`src/rtl/pwm_tbase_pkg.sv`:
```
package pwm_tbase_pkg;

  typedef enum logic [1:0] {
    CM_UP     = 2'd0,
    CM_DOWN   = 2'd1,
    CM_UPDOWN = 2'd2,
    CM_HALT   = 2'd3
  } cmode_e;

  typedef enum logic [1:0] {
    LD_ZERO = 2'd0,
    LD_PRD  = 2'd1,
    LD_BOTH = 2'd2,
    LD_IMM  = 2'd3
  } ldmode_e;

  localparam int REG_AW   = 3;
  localparam int ADR_MODE = 0;
  localparam int ADR_DIV  = 1;
  localparam int ADR_PRD  = 2;
  localparam int ADR_CMP0 = 3;
  localparam int ADR_LDM  = 7;

endpackage

```
`src/rtl/pwm_prescale.sv`:
```
module pwm_prescale #(
  parameter int DIV_W = 8
) (
  input  logic             clk,
  input  logic             rst,
  input  logic             run_i,
  input  logic [DIV_W-1:0] div_i,
  output logic             tick_o
);

  logic [DIV_W-1:0] pc_q;

  assign tick_o = run_i && (pc_q >= div_i);

  always_ff @(posedge clk) begin
    if (rst) begin
      pc_q <= '0;
    end else if (!run_i || tick_o) begin
      pc_q <= '0;
    end else begin
      pc_q <= pc_q + 1'b1;
    end
  end

  // A tick with a non-zero divider is never followed directly by another.
  assert_tick_gap_R9: assert property (@(posedge clk) disable iff (rst)
    (tick_o && div_i != '0) |=> (!tick_o || div_i == '0));

  // Halted: no tick.
  assert_no_tick_halt_R8: assert property (@(posedge clk) disable iff (rst)
    !run_i |-> !tick_o);

endmodule

```
`src/rtl/pwm_shadow_reg.sv`:
```
module pwm_shadow_reg
  import pwm_tbase_pkg::*;
#(
  parameter int W = 16
) (
  input  logic         clk,
  input  logic         rst,
  input  logic         wr_i,
  input  logic [W-1:0] wdata_i,
  input  ldmode_e      lmode_i,
  input  logic         tick_i,
  input  logic         at_zero_i,
  input  logic         at_prd_i,
  output logic [W-1:0] act_o
);

  logic [W-1:0] hold_q;
  logic [W-1:0] act_q;
  logic         load;

  always_comb begin
    load = 1'b0;
    unique case (lmode_i)
      LD_ZERO: load = at_zero_i;
      LD_PRD:  load = at_prd_i;
      LD_BOTH: load = at_zero_i || at_prd_i;
      default: load = 1'b0;
    endcase
    load = load && tick_i;
  end

  always_ff @(posedge clk) begin
    if (rst) begin
      hold_q <= '0;
      act_q  <= '0;
    end else begin
      if (wr_i) hold_q <= wdata_i;
      if (wr_i && lmode_i == LD_IMM) begin
        act_q <= wdata_i;
      end else if (load) begin
        act_q <= hold_q;
      end
    end
  end

  assign act_o = act_q;

  // Working value only moves on a tick or on a direct-mode write.
  assert_shadow_hold_R6: assert property (@(posedge clk) disable iff (rst)
    (!tick_i && !(wr_i && lmode_i == LD_IMM)) |=> $stable(act_o));

  // A direct-mode write is visible on the next cycle.
  assert_direct_write_R7: assert property (@(posedge clk) disable iff (rst)
    (wr_i && lmode_i == LD_IMM) |=> (act_o == $past(wdata_i)));

endmodule

```
`src/rtl/pwm_count_core.sv`:
```
module pwm_count_core
  import pwm_tbase_pkg::*;
#(
  parameter int W = 16
) (
  input  logic         clk,
  input  logic         rst,
  input  cmode_e       mode_i,
  input  logic         tick_i,
  input  logic [W-1:0] prd_i,
  output logic [W-1:0] cnt_o,
  output logic         dir_o,
  output logic [W-1:0] nxt_o,
  output logic         step_up_o
);

  logic [W-1:0] cnt_q;
  logic         dir_q;
  logic         dir_nx;
  logic         go_up;

  always_comb begin
    nxt_o     = cnt_q;
    step_up_o = dir_q;
    dir_nx    = dir_q;
    go_up     = 1'b0;
    unique case (mode_i)
      CM_UP: begin
        nxt_o     = (cnt_q >= prd_i) ? '0 : cnt_q + 1'b1;
        step_up_o = 1'b1;
        dir_nx    = 1'b1;
      end
      CM_DOWN: begin
        nxt_o     = (cnt_q == '0) ? prd_i : cnt_q - 1'b1;
        step_up_o = 1'b0;
        dir_nx    = 1'b0;
      end
      CM_UPDOWN: begin
        if (prd_i == '0) begin
          nxt_o     = '0;
          step_up_o = 1'b1;
          dir_nx    = 1'b1;
        end else begin
          go_up = (dir_q && cnt_q < prd_i) || (!dir_q && cnt_q == '0);
          if (go_up) begin
            nxt_o     = cnt_q + 1'b1;
            step_up_o = 1'b1;
            dir_nx    = (nxt_o < prd_i);
          end else begin
            nxt_o     = cnt_q - 1'b1;
            step_up_o = 1'b0;
            dir_nx    = (nxt_o == '0);
          end
        end
      end
      default: begin
        nxt_o     = cnt_q;
        step_up_o = dir_q;
        dir_nx    = dir_q;
      end
    endcase
  end

  always_ff @(posedge clk) begin
    if (rst) begin
      cnt_q <= '0;
      dir_q <= 1'b1;
    end else begin
      if (tick_i) cnt_q <= nxt_o;
      unique case (mode_i)
        CM_UP:     dir_q <= 1'b1;
        CM_DOWN:   dir_q <= 1'b0;
        CM_UPDOWN: if (tick_i) dir_q <= dir_nx;
        default:   dir_q <= dir_q;
      endcase
    end
  end

  assign cnt_o = cnt_q;
  assign dir_o = dir_q;

  assert_up_wrap_R2: assert property (@(posedge clk) disable iff (rst)
    (tick_i && mode_i == CM_UP && cnt_o >= prd_i) |=> (cnt_o == '0));

  assert_down_reload_R3: assert property (@(posedge clk) disable iff (rst)
    (tick_i && mode_i == CM_DOWN && cnt_o == '0) |=> (cnt_o == $past(prd_i)));

  assert_unit_step_R4: assert property (@(posedge clk) disable iff (rst)
    (tick_i && mode_i == CM_UPDOWN && prd_i != '0 && cnt_o <= prd_i)
    |=> (cnt_o == $past(cnt_o) + W'(1) || cnt_o == $past(cnt_o) - W'(1)));

  assert_halt_hold_R8: assert property (@(posedge clk) disable iff (rst)
    (mode_i == CM_HALT) |=> ($stable(cnt_o) && $stable(dir_o)));

endmodule

```
`src/rtl/pwm_match_bank.sv`:
```
module pwm_match_bank #(
  parameter int W = 16,
  parameter int N = 4
) (
  input  logic                clk,
  input  logic                rst,
  input  logic                tick_i,
  input  logic [W-1:0]        nxt_i,
  input  logic                step_up_i,
  input  logic [W-1:0]        prd_i,
  input  logic [N-1:0][W-1:0] cmp_i,
  output logic                zero_o,
  output logic                prd_o,
  output logic [N-1:0]        cmp_up_o,
  output logic [N-1:0]        cmp_dn_o
);

  logic [N-1:0] hit;

  for (genvar g = 0; g < N; g++) begin : g_hit
    assign hit[g] = (nxt_i == cmp_i[g]);
  end

  always_ff @(posedge clk) begin
    if (rst) begin
      zero_o   <= 1'b0;
      prd_o    <= 1'b0;
      cmp_up_o <= '0;
      cmp_dn_o <= '0;
    end else begin
      zero_o   <= tick_i && (nxt_i == '0);
      prd_o    <= tick_i && (nxt_i == prd_i);
      cmp_up_o <= (tick_i && step_up_i)  ? hit : '0;
      cmp_dn_o <= (tick_i && !step_up_i) ? hit : '0;
    end
  end

  assert_tag_exclusive_R5: assert property (@(posedge clk) disable iff (rst)
    (cmp_up_o & cmp_dn_o) == '0);

  assert_no_event_without_tick_R5: assert property (@(posedge clk) disable iff (rst)
    !tick_i |=> (!zero_o && !prd_o && cmp_up_o == '0 && cmp_dn_o == '0));

endmodule

```
`src/rtl/pwm_timebase.sv`:
```
module pwm_timebase
  import pwm_tbase_pkg::*;
#(
  parameter int CNT_W = 16,
  parameter int PRE_W = 8
) (
  input  logic             clk,
  input  logic             rst,
  input  logic             wr_en,
  input  logic [2:0]       wr_addr,
  input  logic [CNT_W-1:0] wr_data,
  output logic [CNT_W-1:0] count_o,
  output logic             dir_up_o,
  output logic             zero_o,
  output logic             prd_o,
  output logic [3:0]       cmp_up_o,
  output logic [3:0]       cmp_dn_o
);

  localparam int N_CMP    = 4;
  localparam int N_SHADOW = 2;
  localparam int LDM_W    = 2 * (N_SHADOW + 1);

  cmode_e                       mode_q;
  logic [PRE_W-1:0]             div_q;
  logic [LDM_W-1:0]             ldm_q;
  logic                         tick;
  logic                         run;
  logic [CNT_W-1:0]             prd_act;
  logic [CNT_W-1:0]             nxt;
  logic                         step_up;
  logic                         at_zero;
  logic                         at_prd;
  logic [N_CMP-1:0][CNT_W-1:0]  cmp_act;
  logic                         sel_prd;

  always_ff @(posedge clk) begin
    if (rst) begin
      mode_q <= CM_HALT;
      div_q  <= '0;
      ldm_q  <= '0;
    end else if (wr_en) begin
      if (wr_addr == REG_AW'(ADR_MODE)) mode_q <= cmode_e'(wr_data[1:0]);
      if (wr_addr == REG_AW'(ADR_DIV))  div_q  <= wr_data[PRE_W-1:0];
      if (wr_addr == REG_AW'(ADR_LDM))  ldm_q  <= wr_data[LDM_W-1:0];
    end
  end

  assign run     = (mode_q != CM_HALT);
  assign at_zero = (nxt == '0);
  assign at_prd  = (nxt == prd_act);
  assign sel_prd = wr_en && (wr_addr == REG_AW'(ADR_PRD));

  pwm_prescale #(.DIV_W(PRE_W)) u_pre (
    .clk    (clk),
    .rst    (rst),
    .run_i  (run),
    .div_i  (div_q),
    .tick_o (tick)
  );

  pwm_shadow_reg #(.W(CNT_W)) u_prd (
    .clk       (clk),
    .rst       (rst),
    .wr_i      (sel_prd),
    .wdata_i   (wr_data),
    .lmode_i   (ldmode_e'(ldm_q[1:0])),
    .tick_i    (tick),
    .at_zero_i (at_zero),
    .at_prd_i  (at_prd),
    .act_o     (prd_act)
  );

  for (genvar g = 0; g < N_CMP; g++) begin : g_cmp
    localparam logic [REG_AW-1:0] ADR = REG_AW'(ADR_CMP0 + g);
    logic sel;
    assign sel = wr_en && (wr_addr == ADR);
    if (g < N_SHADOW) begin : g_sh
      pwm_shadow_reg #(.W(CNT_W)) u_cmp (
        .clk       (clk),
        .rst       (rst),
        .wr_i      (sel),
        .wdata_i   (wr_data),
        .lmode_i   (ldmode_e'(ldm_q[2*g+2 +: 2])),
        .tick_i    (tick),
        .at_zero_i (at_zero),
        .at_prd_i  (at_prd),
        .act_o     (cmp_act[g])
      );
    end else begin : g_direct
      logic [CNT_W-1:0] val_q;
      always_ff @(posedge clk) begin
        if (rst)      val_q <= '0;
        else if (sel) val_q <= wr_data;
      end
      assign cmp_act[g] = val_q;
    end
  end

  pwm_count_core #(.W(CNT_W)) u_core (
    .clk       (clk),
    .rst       (rst),
    .mode_i    (mode_q),
    .tick_i    (tick),
    .prd_i     (prd_act),
    .cnt_o     (count_o),
    .dir_o     (dir_up_o),
    .nxt_o     (nxt),
    .step_up_o (step_up)
  );

  pwm_match_bank #(.W(CNT_W), .N(N_CMP)) u_match (
    .clk       (clk),
    .rst       (rst),
    .tick_i    (tick),
    .nxt_i     (nxt),
    .step_up_i (step_up),
    .prd_i     (prd_act),
    .cmp_i     (cmp_act),
    .zero_o    (zero_o),
    .prd_o     (prd_o),
    .cmp_up_o  (cmp_up_o),
    .cmp_dn_o  (cmp_dn_o)
  );

  assert_zero_flag_R5: assert property (@(posedge clk) disable iff (rst)
    zero_o |-> (count_o == '0));

  assert_dir_up_mode_R10: assert property (@(posedge clk) disable iff (rst)
    (mode_q == CM_UP) |=> dir_up_o);

  assert_dir_down_mode_R10: assert property (@(posedge clk) disable iff (rst)
    (mode_q == CM_DOWN) |=> !dir_up_o);

endmodule

```
`config.mk`:
```
export PLATFORM = sky130hd
export DESIGN_NAME = pwm_timebase
export DESIGN_NICKNAME = d
export VERILOG_FILES = /design/src/rtl/pwm_tbase_pkg.sv /design/src/rtl/pwm_prescale.sv /design/src/rtl/pwm_shadow_reg.sv /design/src/rtl/pwm_count_core.sv /design/src/rtl/pwm_match_bank.sv /design/src/rtl/pwm_timebase.sv
export SDC_FILE = /design/constraint.sdc
export NUM_CORES = 1
export LEC_CHECK = 0
export ABC_AREA = 1
export BUFFER_PORTS_ARGS = -buffer_cell sky130_fd_sc_hd__buf_2
export CORE_MARGIN = 2
export CORE_UTILIZATION = 48
export CTS_CLUSTER_SIZE = 16
export DETAILED_ROUTE_END_ITERATION = 12
export PLACE_DENSITY_LB_ADDON = 0.15
export SLEW_MARGIN = 30
export SYNTH_ARGS = -nofsm -noshare
export SYNTH_HDL_FRONTEND = slang
export SYNTH_SLANG_ARGS = --single-unit
```
`constraint.sdc`:
```
create_clock -name clk -period 8.8 [get_ports clk]
set_input_delay 1.76 -clock clk [delete_from_list [all_inputs] [get_ports clk]]
set_output_delay 1.76 -clock clk [all_outputs]
set_load 0.01 [all_outputs]
```
Yosys cells after proc, flatten, opt, wreduce, memory -nomap -nowiden
Index checks and enable logic that the tools add are counted.

$add $sub $neg: 3. $mul: 0. Divide/modulo/power cells: 0. Order comparisons: 4. Equality and inequality tests: 25. Shift-type cells: 0. Multiplexer cells: 21. Bitwise operators: 2. Reduce and logical (&&, ||, !) cells: 44.

Operator list (number): 2-to-1 mux 16 bit (10); equality test 16 bit (5); logical NOT 16 bit (4); one-hot mux 16 bit (3 select lines) (1); < comparator 16 bit (2); logical AND 1 bit (18); adder 16 x 1 -> 16 bit (second input constant) (1); greater-or-equal comparator 16 bit (1); subtractor 16 x 1 -> 16 bit (second input constant) (1); one-hot mux 1 bit (3 select lines) (5); equality test 2 bit (second input constant) (7); equality test 3 bit (second input constant) (4); adder 8 x 1 -> 8 bit (second input constant) (1); equality test 2 x 1 -> 1 bit (second input constant) (4); greater-or-equal comparator 8 bit (1); logical NOT 2 bit (4); AND reduction 2 bit (4); equality test 3 x 2 -> 1 bit (second input constant) (2); nonzero test 2 bit (3); OR reduction 2 bit (3); 2-to-1 mux 1 bit (5); inequality test 2 bit (second input constant) (2); equality test 3 x 1 -> 1 bit (second input constant) (1); logical NOT 1 bit (3); other kinds (4) (7).

Register bits after elaboration: 179. Bits in latches: 0. Memory bits (writable): 0. ROM bits: 0. Input bits: 22. Output and inout port bits: 27. Memories kept: 0.

Longest topological paths before layout
Gate-level depths: netlist of run 1.

Word-level depth: 12. Depth in mapped cells: 30.

Cells and area by module
A second synthesis of run 1 with hierarchy kept.

Cell total of the unflattened synthesis: 1911. Area, all modules: 11771.3 µm².

By module, submodules not included: pwm_shadow_reg (instances 3, cells an instance 182, area each 1332.5 µm²); pwm_count_core (instances 1, cells an instance 591, area each 3333.2 µm²); pwm_timebase (instances 1, cells an instance 285, area each 2099.5 µm²); pwm_match_bank (instances 1, cells an instance 413, area each 1769.2 µm²); pwm_prescale (instances 1, cells an instance 76, area each 571.8 µm²).

Least setup slack after synthesis of run 1
No wires, ideal clock.

Path type: in2reg. Start: in wr_en. End: reg g_cmp[0].g_sh.u_cmp.act_q[12]. Setup time: 0.070 ns. Arrival time: 3.147 ns. Data required time: 8.730 ns. Path slack: 5.583 ns. Stages: 11. Cell sequence: inv_1 nor2_1 inv_1 nor2_1 inv_1 nor2_1 clkinv_1 clkbuf_1 o21ai_0 nand2_1 a21oi_1.

Longest elaborated chain between the ends: 3.

RTL lines: start: declaration (line pwm_timebase.sv:9) `input logic wr_en,`; logical AND 1 bit * (line pwm_timebase.sv:77) `assign sel = wr_en && (wr_addr == ADR);`; logical AND 1 bit * (line pwm_shadow_reg.sv:38) `if (wr_i && lmode_i == LD_IMM) begin`; 2-to-1 mux 16 bit / nonzero test 2 bit (equally long branches); end signal: assignment (line pwm_shadow_reg.sv:39) `act_q <= wdata_i;`; end signal: assignment (line pwm_shadow_reg.sv:41) `act_q <= hold_q;`; end: declaration (line pwm_shadow_reg.sv:18) `logic [W-1:0] act_q;`.

Mark *: on every way between the ends. The rest lies on a longest branch, timed or not. A chain may end at the register's enable or synchronous reset.

Worst setup path after layout of run 1
Start: reg u_prd.act_q[15], in the netlist u_prd.act_o[15]. End: reg g_cmp[0].g_sh.u_cmp.act_q[8].

Longest elaborated chain between the ends: 11.

RTL lines: start: declaration (line pwm_shadow_reg.sv:18); start signal: assignment (line pwm_shadow_reg.sv:39); start signal: assignment (line pwm_shadow_reg.sv:41); < comparator 16 bit (line pwm_count_core.sv:44) `go_up = (dir_q && cnt_q < prd_i) || (!dir_q && cnt_q == '0);`; logical AND 1 bit (line pwm_count_core.sv:44); logical OR 1 bit (line pwm_count_core.sv:44); 2-to-1 mux 16 bit (line pwm_count_core.sv:45) `if (go_up) begin`; 2-to-1 mux 16 bit (line pwm_count_core.sv:39) `if (prd_i == '0) begin`; one-hot mux 16 bit (3 select lines) (line pwm_count_core.sv:27) `unique case (mode_i)`; equality test 16 bit / logical NOT 16 bit (equally long branches) (line pwm_timebase.sv:51, pwm_timebase.sv:50); logical OR 1 bit (line pwm_shadow_reg.sv:26) `LD_BOTH: load = at_zero_i || at_prd_i;`; one-hot mux 1 bit (3 select lines) * (line pwm_shadow_reg.sv:23) `unique case (lmode_i)`; logical AND 1 bit * (line pwm_shadow_reg.sv:29) `load = load && tick_i;`; nonzero test 2 bit (no line) *.

Marked as above.

==> results of run 1 <==
cells by family after synthesis:
kind of cell | after synthesis
buffers and inverters | 192
DFF | 179
xor gates and xnor gates | 57
and+or+nand+nor | 559
adders and majority gates | 44
AOI/OAI and AO/OA | 399
per-stage QoR:
step	cells	hold WS [ns]	utilization	power, uW
after detailed placement	1696	0.465	0.506	1320
after floorplan	1430	0.430	-	1200
after global placement	1696	0.451	0.505	1320
final	1728	0.471	0.534	2060
after CTS	1728	0.481	0.533	2070
after global routing	1728	0.512	0.534	2150
metal layers:
| layer | share of wire | GRT usage |
|---|---|---|
| met5 | 0 | 0 |
| met4 | 0.017 | 0.0731 |
| met3 | 0.071 | 0.0470 |
| met2 | 0.44 | 0.420 |
| met1 | 0.47 | 0.400 |
registers in the layout (all words and copies together), names as in the netlist:
register                 flops
div_q                        8
g_cmp.g_direct.val_q        32
g_cmp.g_sh.u_cmp.act_o      32
g_cmp.g_sh.u_cmp.hold_q     32
ldm_q                        6
mode_q                       2
u_core.cnt_o                16
u_core.dir_o                 1
u_match.cmp_dn_o             4
u_match.cmp_up_o             4
u_match.prd_o                1
u_match.zero_o               1
u_prd.act_o                 16
u_prd.hold_q                16
u_pre.pc_q                   8
report_power, final:
group	switching, uW	total [uW]	leakage (uW)	internal (uW)
clock network	365	750	0.000278	385
logic	311	455	0.00311	144
registers	24.3	858	0.00145	833
total	700	2060	0.00484	1360
worst max-delay path by stage:
stage	from	to	slack, ns	cells past startpoint
2_1_floorplan	wr_en	g_cmp[0].g_sh.u_cmp.act_o[12]	5.58	11
3_3_place_gp	wr_addr[2]	g_cmp[0].g_sh.u_cmp.act_o[3]	3.85	11
3_5_place_dp	wr_addr[2]	g_cmp[0].g_sh.u_cmp.act_o[14]	3.71	11
4_1_cts	wr_addr[2]	g_cmp[0].g_sh.u_cmp.act_o[8]	4.15	11
5_1_grt	wr_en	g_cmp[0].g_sh.u_cmp.act_o[13]	3.93	11
6_report	u_prd.act_o[15]	g_cmp[0].g_sh.u_cmp.act_o[8]	4.43	22
placed cells by master, fill, tap and decap left out, drive strengths merged, types with 5 or more instances in the layout:
master / netlist / layout
a21oi: 170 / 170
buf: 15 / 54
o21ai: 181 / 181
clkbuf: 48 / 19
nor2: 149 / 149
clkinv: 9 / 15
inv: 120 / 125
xor2: 41 / 41
nand3: 81 / 81
xnor2: 16 / 16
o31ai: 8 / 8
nand2: 243 / 243
nor3: 15 / 15
a221oi: 5 / 5
dfxtp: 179 / 179
nor4: 6 / 6
or2: 27 / 27
o22ai: 7 / 7
nand3b: 6 / 6
a211oi: 5 / 5
ha: 44 / 44
nand4: 29 / 29
o21a: 7 / 7
o211ai: 6 / 6
critical path: cells and delay by family (launching register included):
family,cells,cell delay (ns)
buf+inv,1,0.14
fa+ha+maj,1,0.32
simple gates,20,3.38
flops,1,0.39
layout make-up:
type / instances / area, sq um / area share
sequential: 179 / 3580 / 0.319
timing repair buffer: 54 / 285 / 0.0254
multi-input combinational: 1059 / 5940 / 0.529
tap: 275 / 344 / 0.0307
clock inverter: 13 / 141 / 0.0126
inverter: 129 / 484 / 0.0432
clock buffer: 19 / 443 / 0.0395
==> impl_metrics.tcl, run 1 <==
set metrics [dict create \
    cts_resized 0 \
    synth_compound_area_frac 0.207 \
    maxCapViolCount 0 \
    start_util 0.489 \
    worstPathRequired_ns 9.13 \
    synthArstFlopShare 0 \
    die_area_sq_um 22600 \
    ys_seq_elements 179 \
    cts_buffer_depth 2 \
    grt_max_degree 68 \
    syn_avg_cell_area_sq_um 7.18 \
    synthSimpleGateAreaFrac 0.266 \
    final_net_count 1506 \
    reg2reg_from "u_prd.act_o[15]" \
    seq_area_frac_synth 0.349 \
    yosys.cell_types.count 50 \
    drc_errors 0 \
    dp_hpwl_um 21200 \
    wl_per_cell_um 17.6 \
    syn2layout_area_growth_pct 9.21 \
    die_w_um 150 \
    worst_pin_slew_ns 0.874 \
    first_global_vias 8656 \
    drtAntennaViolNets 0 \
    peakVddDrop_v 0.000132 \
    wirelength_um 30400 \
    grt-ovfl-total 0 \
    skew_ns 0.0141 \
    r2r_cells 22 \
    synth_area_leaders "dfxtp_1 35%, a21oi_1 8.3%, nand2_1 7.8%, o21ai_0 7.6%, ha_1 5.4%" \
    finalInstanceArea_sq_um 11200 \
    synth-edff-count 0 \
    synth_top_family_by_area "simple AND/OR/NAND/NOR gates" \
    cellLeakagePower_uw 0.00484 \
    routed_via_density 5.58 \
    postSynthCellCount 1430 \
    final.period_utilization 0.496 \
    cp_cell_sequence "inv_1 -> ha_1 -> nand2_1 -> nor2_1 -> nand3_1 -> nor2_1 -> nor2_1 -> nand3_1 -> nand2_1 -> nand3_1 -> nand3_1 -> nand2_2 -> nand4_1 -> or2_1 -> nor2_2 -> nand2_1 -> nand2_1 -> nand2_2 -> nand2_2 -> nand2_1 -> nand2_1 -> nor2_1" \
    relSlewSlack 0.416 \
    ys_warn_count 0 \
    insertedDiodeCount 0 \
    placed_area_sq_um 10600 \
    crit_slowest_cell "nand2_1" \
    drt_iter0_markers 864 \
    cts_tree "done" \
    path_class "flip-flop to flip-flop" \
    arrival_ns 4.69 \
    die_h_um 150 \
    setup_tns_ns 0 \
    worstSetupStartpointType "flip-flop" \
    end_kind "flip-flop" \
    layout_min_cycle_time_ns 4.37 \
    synth_most_common_cell "nand2_1" \
    synth_top_area_cell "dfxtp_1" \
    ff2ff_setup_slack_ns 4.43 \
    ys.flop_type "dfxtp_1" \
    hold_depth 1 \
    rsz0062_at_grt "no" \
    portBuffers 48 \
    yosys.area_share.adder 0.0536 \
    status "completed" \
    ctsRootBufferMaster "clkbuf_16" \
    clkSlewWorstSetupHoldPaths_ns 0.07 \
    hold_viol_final 0 \
    p_per_area_nw_per_um2 184 \
    setup_viol 0 \
    synthMuxAreaShare 0 \
    hold_class "flip-flop to flip-flop" \
    min_from "u_pre.pc_q[0]" \
    synth_top_area_share 0.349 \
    syn-num-nets 1496 \
    antenna_found_initial 0 \
    vias 9637 \
    htree_levels 4 \
    r2r-end "g_cmp[0].g_sh.u_cmp.act_o[8]" \
    rows 53 \
    synth-xor-area-share 0.0486 \
    cts_buffers 17 \
    synth_common_cells "213 x nand2_1, 179 x dfxtp_1, 170 x a21oi_1" \
    place_ws_ns 3.71 \
    insertion_delay_ns 0.44 \
    drt_pass1_iterations 5 \
    place.gp.congestion 0.899 \
    cts_setup_buffers 0 \
    ctsHoldBuffers 0 \
    drv_slew 0 \
    crit_top_cell "nand2_1" \
    grt_first_pass_wirelength_um 48000 \
    cpPeakStageDelay_ns 0.42 \
    clkSinkCount 179 \
    whs_endpoint "u_pre.pc_q[0]" \
    gr-usage-all-layers 0.275 \
    core_sq_um 21000 \
    fillCellCount 2129 \
    drive_above_1_share 0.132 \
    io_pins 49 \
    cp_max_fo 21 \
    synthesis.area_sq_um 10300 \
    worst_slack_ns 4.43 \
    fmax_mhz 229 \
]
No activity file was read; power rests on OpenSTA's default activity.
==> run 2, diff against run 1 <==
==> constraint.sdc (replaced) <==
create_clock -name clk -period 3.88 [get_ports clk]
set_input_delay 0.776 -clock clk [delete_from_list [all_inputs] [get_ports clk]]
set_output_delay 0.776 -clock clk [all_outputs]
set_load 0.01 [all_outputs]
==> run 2 against run 1 <==
  * Maximum frequency increased by 22%
  * Critical path depth stayed put
  * Die area stayed put
  * Combinational power up 150%
  * Critical endpoint is now g_cmp[1].g_sh.u_cmp.act_o[9]
==> impl_metrics.tcl, run 2 (synthesis results as in run 1) <==
set metrics [dict create \
    grt_max_degree 41 \
    fillCellCount 2069 \
    routed_via_density 5.59 \
    hold_depth 1 \
    clockPowerShare 0.371 \
    end_kind "flip-flop" \
    drtAntennaViolNets 0 \
    cp_num_buf_inv 2 \
    cp_cell_sequence "inv_1 -> ha_1 -> a21oi_1 -> o21ai_0 -> a21oi_2 -> nand3_1 -> nand2_1 -> buf_4 -> nand3_1 -> nand3b_2 -> nand2_4 -> nand2_1 -> nand2_1 -> nor2_1 -> nand2_1 -> nor2_4 -> nand3_1 -> nand2_2 -> nand2_4 -> nand2_8 -> nand2_1 -> a21oi_1" \
    arrival_ns 3.95 \
    p_per_area_nw_per_um2 417 \
    ctsRootBufferMaster "clkbuf_16" \
    first_global_vias 8632 \
    final_net_count 1549 \
    die_w_um 150 \
    skew_ns 0.0101 \
    p_int_uw 3230 \
    wl_per_cell_um 17.9 \
    crit_family "simple AND/OR/NAND/NOR gates" \
    reg2reg_from "u_prd.act_o[13]" \
    peakVddDrop_v 0.000315 \
    cts_buffers 17 \
    relSlewSlack 0.449 \
    combPwrFrac 0.230 \
    io_pins 49 \
    rows 53 \
    drt_pass1_iterations 6 \
    p_switching_uw 1610 \
    clkSinkCount 179 \
    die_area_sq_um 22600 \
    final_common_cell "nand2_1" \
    crit_slowest_cell "dfxtp_1" \
    place.gp.congestion 0.968 \
    clkSlewWorstSetupHoldPaths_ns 0.07 \
    layout_min_cycle_time_ns 3.58 \
    grt-ovfl-total 0 \
    crit_top_cell "nand2_1" \
    worst_pin_slew_ns 0.824 \
    portBuffers 48 \
    path_class "flip-flop to flip-flop" \
    layout_common_cells "213 x nand2_1, 178 x dfxtp_1, 169 x a21oi_1, 157 x o21ai_0, 134 x nor2_1" \
    gr-usage-all-layers 0.282 \
    worstPathRequired_ns 4.24 \
    cts_tree "done" \
    drv_slew 0 \
    fin_hold_ws_ns 0.468 \
    cts_buffer_depth 2 \
    setup_viol 0 \
    r2r-end "g_cmp[1].g_sh.u_cmp.act_o[9]" \
    hold_class "flip-flop to flip-flop" \
    status "completed" \
    drive_above_1_share 0.161 \
    r2r_cells 22 \
    place_ws_ns 0.0873 \
    cpPeakStageDelay_ns 0.41 \
    htree_levels 4 \
    cp_max_fo 18 \
    drt_iter0_markers 954 \
    insertion_delay_ns 0.44 \
    drc_errors 0 \
    seq_power_share 0.399 \
    cellLeakagePower_uw 0.00509 \
    antenna_found_initial 0 \
    min_from "u_pre.pc_q[0]" \
    whs_endpoint "u_pre.pc_q[0]" \
    worstSetupStartpointType "flip-flop" \
    syn2layout_area_growth_pct 13.2 \
    hold_viol_final 0 \
    layout.cells.non_filler 1770 \
    maxCapViolCount 0 \
    dp_hpwl_um 23000 \
    wirelength_um 31700 \
    insertedDiodeCount 0 \
    die_h_um 150 \
    core_sq_um 21000 \
    worst_slack_ns 0.299 \
    fmax_mhz 279 \
    vias 9890 \
    start_util 0.489 \
    swShare 0.333 \
    placed_cells 1734 \
    ctsHoldBuffers 0 \
    grt_first_pass_wirelength_um 49000 \
    setup_tns_ns 0 \
    final.period_utilization 0.923 \
    ff2ff_setup_slack_ns 0.30 \
]
-- run 2: cell count changes in the layout (fill, tap and decap cells not counted), sizes merged --
cell,previous run,this run
buf,54,96
inv,125,128
bufinv,0,2
clkbuf,19,17
clkinv,15,13
clkinvlp,2,0
nand2,243,244
-- run 2: final cells by class --
type / count / area [sq um] / share of cell area
clock buffer: 17 / 425 / 0.0366
clock inverter: 14 / 166 / 0.0143
inverter: 129 / 484 / 0.0416
multi-input combinational: 1060 / 6030 / 0.518
sequential: 179 / 3580 / 0.308
tap: 275 / 344 / 0.0296
timing repair buffer: 96 / 601 / 0.0516
-- run 2: how the worst max path moves through the flow --
stage / from / to / slack [ns] / depth (start not counted)
2_1_floorplan: u_core.cnt_o[0] / g_cmp[1].g_sh.u_cmp.act_o[10] / 0.83 / 22
6_report: u_prd.act_o[13] / g_cmp[1].g_sh.u_cmp.act_o[9] / 0.30 / 22
4_1_cts: u_prd.act_o[15] / g_cmp[0].g_sh.u_cmp.act_o[4] / 0.07 / 21
3_5_place_dp: u_prd.act_o[15] / g_cmp[0].g_sh.u_cmp.act_o[6] / 0.09 / 22
3_3_place_gp: u_prd.act_o[15] / g_cmp[0].g_sh.u_cmp.act_o[8] / 0.10 / 22
5_1_grt: u_prd.act_o[13] / g_cmp[1].g_sh.u_cmp.act_o[9] / -0.001 / 23
-- run 2: through the flow --
| stage | total power [uW] | util | area [sq um] |
|---|---|---|---|
| 5_1_grt | 5050 | 0.553 | 11600 |
| 3_3_place_gp | 3020 | 0.519 | 10900 |
| 2_1_floorplan | 2720 | - | 10300 |
| 6_report | 4850 | 0.553 | 11600 |
| 4_1_cts | 4800 | 0.547 | 11500 |
| 3_5_place_dp | 3020 | 0.519 | 10900 |
-- run 2: metal layers --
| metal | global-route usage | wire (um) | vias to the layer above |
|---|---|---|---|
| met4 | 0.0849 | 690 | 0 |
| met5 | 0 | 0 | - |
| met2 | 0.415 | 13400 | 381 |
| li1 | - | - | 4920 |
| met1 | 0.422 | 15200 | 4539 |
| met3 | 0.0445 | 2390 | 50 |
-- run 2: power groups by stage --
stage	Combinational (uW)	Clock [uW]	Sequential, uW
2_1_floorplan	746	0	1980
3_3_place_gp	1040	0	1980
3_5_place_dp	1050	0	1980
4_1_cts	1050	1810	1930
5_1_grt	1220	1890	1940
6_report	1120	1800	1930
-- run 2: worst reg2reg max path: stages (launching register included) --
cell and delay (ns):
dfxtp_1 0.41, inv_1 0.14, ha_1 0.31, a21oi_1 0.13, o21ai_0 0.14, a21oi_2 0.21, nand3_1 0.18, nand2_1 0.12
buf_4 0.18, nand3_1 0.10, nand3b_2 0.15, nand2_4 0.14, nand2_1 0.09, nand2_1 0.05, nor2_1 0.18, nand2_1 0.12
nor2_4 0.14, nand3_1 0.10, nand2_2 0.09, nand2_4 0.17, nand2_8 0.17, nand2_1 0.06, a21oi_1 0.12
-- run 2: timing repair --
action                     in CTS  in global routing
gates resized for setup         0                 17
buffers inserted                0                  4
setup endpoints to repair       0                 48
